File: src/rtl/irq_prio_ctrl.sv
module irq_prio_ctrl #(
  parameter int VEC_W    = 16,
  parameter int VEC_BASE = 3,
  parameter int VEC_STEP = 8
) (
  input  logic             clk,
  input  logic             rst_n,
  input  logic             ext0_req,
  input  logic             tmr0_ovf,
  input  logic             ext1_req,
  input  logic             tmr1_ovf,
  input  logic             ser_rx_done,
  input  logic             ser_tx_done,
  input  logic [1:0]       ext_edge,
  input  logic [4:0]       src_en,
  input  logic             glob_en,
  input  logic [4:0]       src_hi,
  input  logic             irq_ack,
  input  logic             irq_ret,
  output logic             irq_valid,
  output logic [4:0]       irq_sel,
  output logic [VEC_W-1:0] irq_vector,
  output logic [3:0]       flag_clr,
  output logic [1:0]       in_service
);
  localparam int NSRC = 5;

  logic [NSRC-1:0] flags, pend, hi_pend, lo_pend, cand;
  logic [VEC_W-1:0] idx;
  logic take, sel_hi;

  assign flags   = {ser_rx_done | ser_tx_done, tmr1_ovf, ext1_req, tmr0_ovf, ext0_req};
  assign pend    = flags & src_en & {NSRC{glob_en}};
  assign hi_pend = pend & src_hi;
  assign lo_pend = pend & ~src_hi;

  assign cand = in_service[1] ? '0 :
                (|hi_pend)    ? hi_pend :
                in_service[0] ? '0 : lo_pend;

  assign irq_sel   = cand & (~cand + 1'b1);
  assign irq_valid = |cand;

  always_comb begin
    idx = '0;
    for (int i = NSRC-1; i >= 0; i--)
      if (irq_sel[i]) idx = VEC_W'(i);
  end

  assign irq_vector = irq_valid ? VEC_W'(VEC_BASE + int'(idx) * VEC_STEP) : '0;

  assign take   = irq_ack & irq_valid;
  assign sel_hi = |(irq_sel & src_hi);

  assign flag_clr = {4{take}} & irq_sel[3:0] & {1'b1, ext_edge[1], 1'b1, ext_edge[0]};

  always_ff @(posedge clk or negedge rst_n) begin
    if (!rst_n) begin
      in_service <= 2'b00;
    end else begin
      in_service[1] <= (in_service[1] & ~irq_ret) | (take & sel_hi);
      in_service[0] <= (in_service[0] & ~(irq_ret & ~in_service[1])) | (take & ~sel_hi);
    end
  end
endmodule


File: config.mk
export PLATFORM = sky130hd
export DESIGN_NAME = irq_prio_ctrl
export DESIGN_NICKNAME = d
export VERILOG_FILES = /design/src/rtl/irq_prio_ctrl.sv
export SDC_FILE = /design/constraint.sdc
export NUM_CORES = 1
export LEC_CHECK = 0
export CAP_MARGIN = 20
export CORE_ASPECT_RATIO = 1.2
export CORE_MARGIN = 4
export CORE_UTILIZATION = 40
export CTS_CLUSTER_DIAMETER = 100
export DETAILED_ROUTE_END_ITERATION = 10
export DONT_BUFFER_PORTS = 1
export SLEW_MARGIN = 10
export SYNTH_ARGS = -nofsm -noshare
export SYNTH_HDL_FRONTEND = slang
export SYNTH_SLANG_ARGS = --single-unit
File: constraint.sdc
create_clock -name clk -period 4.2 [get_ports clk]
set_clock_uncertainty 0.1 [all_clocks]
set_input_delay 0.63 -clock clk [delete_from_list [all_inputs] [get_ports clk]]
set_output_delay 0.63 -clock clk [all_outputs]
set_load 0.1 [all_outputs]
==> results_dict.tcl, run 1 <==
set metrics [dict create \
    status "completed" \
    end_kind "output port" \
    dp_hpwl_mm 1.43 \
    clk_latency_ns 0.22 \
    max_stage_delay_ns 0.52 \
    seq_area_frac_synth 0.0791 \
    largestRegisters "in_service x2" \
    gr-usage-all-layers 0.148 \
    syn_area_um2 633 \
    antenna_left 0 \
    start_util 0.432 \
    crit_slowest_cell "or4_4" \
    clkSinkCount 2 \
    period_needed_ns 3.01 \
    drc 0 \
    setup_violations 0 \
    crit_chain "buf_4 > nand4b_1 > o22ai_1 > or4_4 > a211oi_4 > buf_4" \
    routed_wl_mm 1.65 \
    antenna_found_initial 0 \
    min_path_type "input pin to flop" \
    endpoint "irq_vector[3]" \
    cts_tree "built" \
    largest_reg_flops 2 \
    drive_gt1_frac 0.392 \
    synth_cell_types 39 \
    final_cell_mix "13 x buf_4, 11 x conb_1, 5 x nand2_1" \
    wire_per_inst_um 14.5 \
    hold_violations 0 \
    synth_seq_cells 2 \
    rsz0062_at_grt "no" \
    final_common_cell "buf_4" \
    place_congestion 0.894 \
    postLayoutCellArea_um2 788 \
    worstSetupStartpointType "flop" \
    place.port_buffers 0 \
    reg2reg_depth 5 \
    required_ns 3.47 \
    ctsLongestPathBuffers 2 \
    r2r-end "in_service[0]$_DFF_PN0_" \
    grt_pass1_wl_mm 2.61 \
    drt-initial-drc-count 7 \
    p_leak_nw 0.351 \
    grt_max_degree 9 \
    critPathKind "flop to output port" \
    tns_ns 0 \
    ir_drop_uv 177 \
    die_area_mm2 0.00229 \
    placed_area_um2 756 \
    cp_top_family "simple AND/OR/NAND/NOR gates" \
    synth_flop_cell "dfrtp_1" \
    startpoint "in_service[0]$_DFF_PN0_" \
    crit_cells 6 \
    viasPerCell 5.53 \
    cts-root-buf "clkbuf_4" \
    path_clk_slew_ns 0.03 \
    antenna_cells 0 \
    htreeDepth 1 \
    syn_inst 82 \
    setup_slack_ns 1.19 \
    r2r_start "in_service[0]$_DFF_PN0_" \
    regMostFlops "in_service" \
    cts_resized 0 \
    rows 15 \
    synth_edf_count 0 \
    ys_async_sr_fraction 1.00 \
    drv_cap 0 \
    synthToLayoutAreaGrowth_pct 24.5 \
    cp_max_fo 8 \
    first_pass_iters 6 \
    max_slew_margin 0.420 \
    crit_top_cell "buf_4" \
    timing.fmax_mhz 333 \
    die_y_um 51.6 \
    finalMaxSlewViolations 0 \
    post-route-period-util 0.716 \
    worst_slew_pin_slew_ns 0.861 \
    nets 122 \
    critPathArrivalTime_ns 2.28 \
    synth_warnings 0 \
    grt-ovfl-total 0 \
    syn_avg_cell_area_um2 7.72 \
    coreArea_mm2 0.00146 \
    power_per_cell_area_mw_per_mm2 410 \
    reg2reg_slack_ns 2.28 \
    post_cts_buffers 0 \
    numCtsBuffers 3 \
    io_pins 51 \
    num_vias 630 \
    pre_cts_ws_ns 1.22 \
    crit_buf_inv 2 \
    dieWidth_um 44.3 \
    grt_pass1_vias 643 \
]
==> report_power, final <==
group	switching (mW)	leakage, nW	internal [mW]
registers	0.00308	0.0258	0.0230
clock network	0.0105	0.0138	0.0315
logic	0.206	0.311	0.0488
total	0.220	0.351	0.103
==> layer usage <==
metal,up-vias,share of wire,GRT usage
met1,286,0.36,0.166
met4,0,0.0055,0.0653
met2,22,0.56,0.269
li1,320,-,-
met5,-,0,0
met3,2,0.073,0.0208
==> cells by family after synthesis <==
kind of cell | share of synthesized area
AO/OA/AOI/OAI | 0.338
buffers and inverters | 0.192
flip-flops | 0.0791
other | 0.00592
AND/OR/NAND/NOR | 0.385
==> Yosys cell counts (2+ instances only) <==
cell type,instances,area [um2]
buf_4,13,97.6
nor2_1,7,26.3
nand2_1,5,18.8
nand4_1,4,25.0
o21ai_0,4,20.0
a21oi_1,3,15.0
a22o_1,3,26.3
inv_1,3,11.3
nand3_1,3,15.0
a211oi_2,2,25.0
and2_1,2,12.5
dfrtp_1,2,50.1
inv_2,2,7.51
nor3_1,2,10.0
o22ai_1,2,12.5
o32a_1,2,20.0
==> worst min path at each step <==
stage / slack (ns) / to / cells past startpoint / startpoint
global placement: 0.23 / in_service[1]$_DFF_PN0_ / 0 / rst_n
floorplan: 0.23 / in_service[0]$_DFF_PN0_ / 0 / rst_n
CTS: 0.45 / in_service[1]$_DFF_PN0_ / 1 / irq_ack
global route: 0.45 / in_service[1]$_DFF_PN0_ / 1 / irq_ack
detailed placement: 0.23 / in_service[0]$_DFF_PN0_ / 0 / rst_n
finish: 0.45 / in_service[1]$_DFF_PN0_ / 1 / irq_ack
==> repair_timing <==
item,CTS,global route
hold buffers,1,0
endpoints found under the hold margin,2,0
endpoints found under the setup margin,0,0
==> metrics by stage <==
step	utilization	cells	hold slack (ns)	power [mW]
after global placement	0.516	110	0.234	0.279
after CTS	0.538	114	0.445	0.326
after floorplan	-	92	0.234	0.257
after global routing	0.538	114	0.447	0.337
final	0.538	114	0.448	0.323
after detailed placement	0.516	110	0.234	0.280
==> layout make-up <==
type,instances,area [um2]
fill,157,676
inverter,5,18.8
sequential,2,50.0
clock buffer,3,22.5
tap,17,21.3
timing repair buffer,16,148
multi-input combinational,71,528
Note: power is estimated with default switching activity, not from simulation.
==> inputs of run 2 (changes only) <==
--- a/config.mk
+++ b/config.mk
@@ -5,6 +5,7 @@
 export SDC_FILE = /design/constraint.sdc
 export NUM_CORES = 1
 export LEC_CHECK = 0
+export ABC_AREA = 1
 export CAP_MARGIN = 20
 export CORE_ASPECT_RATIO = 1.2
 export CORE_MARGIN = 4
==> constraint.sdc (replaced) <==
create_clock -name clk -period 2.7 [get_ports clk]
set_clock_uncertainty 0.1 [all_clocks]
set_input_delay 0.405 -clock clk [delete_from_list [all_inputs] [get_ports clk]]
set_output_delay 0.405 -clock clk [all_outputs]
set_load 0.1 [all_outputs]
==> results_dict.tcl, run 2 <==
set metrics [dict create \
    first_pass_iters 4 \
    cp_max_fo 6 \
    grt_pass1_vias 794 \
    status "completed" \
    regMostFlops "in_service" \
    cts-root-buf "clkbuf_4" \
    dp_hpwl_mm 1.71 \
    critPathArrivalTime_ns 2.01 \
    wl_met1_um 715 \
    hold_violations 0 \
    power.internal_mw 0.226 \
    worstSetupStartpointType "flop" \
    rows 16 \
    clkSinkCount 2 \
    syn_area_um2 754 \
    maxUsedRoutingLayer "met4" \
    yosys-top-cells-area "nand3_2 13%, buf_4 13%, nand2_1 10%" \
    post-route-period-util 0.932 \
    finalMaxSlewViolations 0 \
    cts_tree "built" \
    antenna_found_initial 0 \
    power_per_cell_area_mw_per_mm2 778 \
    end_kind "output port" \
    drive_gt1_frac 0.456 \
    seqPwrFrac 0.075 \
    wire_per_inst_um 12.7 \
    io_pins 51 \
    dp.cells 150 \
    synth_cell_types 21 \
    grt_pass1_wl_mm 3.24 \
    path_clk_slew_ns 0.03 \
    switchingPower_mw 0.566 \
    drc 0 \
    largestRegisters "in_service x2" \
    wl_met3_um 140 \
    htreeDepth 1 \
    place.port_buffers 0 \
    synth_warnings 0 \
    final_common_cell "nand2_1" \
    synth_flop_cell "dfrtp_1" \
    critPathKind "flop to output port" \
    syn_avg_cell_area_um2 6.29 \
    post_cts_buffers 0 \
    min_path_type "input pin to flop" \
    clockPowerShare 0.083 \
    p_sw_frac 0.715 \
    ctsLongestPathBuffers 2 \
    yosys.area.top_type "nand3_2" \
    viasPerCell 5.08 \
    tns_ns 0 \
    numCtsBuffers 3 \
    coreArea_mm2 0.00170 \
    synthToLayoutAreaGrowth_pct 35.0 \
    fin_cells 154 \
    rsz0062_at_grt "no" \
    p_leak_nw 0.503 \
    antenna_left 0 \
    start_util 0.443 \
    required_ns 2.19 \
    netlist_top_cells_count "21 x nand2_1, 17 x inv_1, 16 x nor2_1" \
    ys_async_sr_fraction 1.00 \
    synth_seq_cells 2 \
    syn_inst 120 \
    largest_reg_flops 2 \
    yosysTopAreaCellShare 0.133 \
    grt_max_degree 12 \
    setup_violations 0 \
    timing.fmax_mhz 398 \
    die_y_um 55.6 \
    dieWidth_um 47.6 \
    synth_most_common_cell "nand2_1" \
    period_needed_ns 2.52 \
    ir_drop_uv 512 \
    clk_latency_ns 0.22 \
    nets 161 \
    final_util 0.599 \
    routed_wl_mm 1.96 \
    num_vias 783 \
    synth_edf_count 0 \
    grt-ovfl-total 0 \
    die_area_mm2 0.00265 \
    pwr-share-comb 0.842 \
    seq_area_frac_synth 0.0663 \
    drv_cap 0 \
    wl_met2_mm 1.09 \
    gr-usage-all-layers 0.160 \
    ctsHoldBuffers 1 \
    cts_resized 0 \
    final_cell_mix "18 x nand2_1, 14 x inv_1, 13 x nor2_1, 11 x conb_1" \
    place_congestion 0.813 \
    hold-worst-slack_ns 0.241 \
    drt-initial-drc-count 11 \
    antenna_cells 0 \
]
## run 2: final timing paths
path | end | startpoint | slack (ns) | depth (start not counted)
setup / recovery | flag_clr[1] | in_service[0]$_DFF_PN0_ | 0.18 | 12
hold / removal | in_service[1]$_DFF_PN0_ | irq_ret | 0.24 | 3
setup reg to reg | in_service[1]$_DFF_PN0_ | in_service[0]$_DFF_PN0_ | 0.66 | 12
hold reg to reg | in_service[0]$_DFF_PN0_ | in_service[1]$_DFF_PN0_ | 0.63 | 4
max in group asynchronous | in_service[1]$_DFF_PN0_ | rst_n | 2.04 | 1
min in group asynchronous | in_service[0]$_DFF_PN0_ | rst_n | 0.32 | 1
## run 2: layer usage
metal / vias up / track usage
met4: 0 / 0.0692
met5: - / 0
met2: 29 / 0.278
li1: 394 / -
met3: 2 / 0.0194
met1: 358 / 0.183
## run 2: power groups by stage
| stage | clock (mW) | combinational [mW] | sequential, mW |
|---|---|---|---|
| after floorplan | 0 | 0.512 | 0.117 |
| after global placement | 0 | 0.663 | 0.0598 |
| after detailed placement | 0 | 0.668 | 0.0593 |
| after CTS | 0.0705 | 0.670 | 0.0592 |
| after global routing | 0.0727 | 0.694 | 0.0616 |
| final | 0.0656 | 0.667 | 0.0596 |
## run 2: kinds of logic (layout without fill, tap and decap cells)
group           Yosys count  after routing  share of synthesized area
buf+inv                  32             38                      0.234
other cells               1             11                    0.00497
simple gates             82             82                      0.675
compound gates            3              3                     0.0199
flops                     2              2                     0.0663
## run 2: worst max-delay path, stage by stage, from the launching register on
cell	delay, ns
dfrtp_4	0.51
nor2_1	0.12
nand2_1	0.06
nand3_1	0.09
nand3_2	0.19
nand2_4	0.18
nor2_4	0.05
nand2_4	0.08
nand2_4	0.09
inv_2	0.09
nand2_2	0.07
clkinvlp_4	0.07
buf_12	0.16
## run 2: layout make-up
type,count,area [um2]
flip-flops and latches,2,57.6
well taps,18,22.5
clock buffers,3,22.5
fillers,168,683
multi-input cells,96,632
repair buffers,17,205
inverters,18,78.8
## run 2: metrics by stage
| stage | power, mW | setup slack, ns | cell area [um2] |
|---|---|---|---|
| global route | 0.828 | 0.0768 | 1020 |
| floorplan | 0.630 | -0.269 | 865 |
| global placement | 0.722 | 0.286 | 986 |
| detailed placement | 0.727 | 0.250 | 986 |
| finish | 0.792 | 0.185 | 1020 |
| CTS | 0.800 | 0.172 | 1020 |
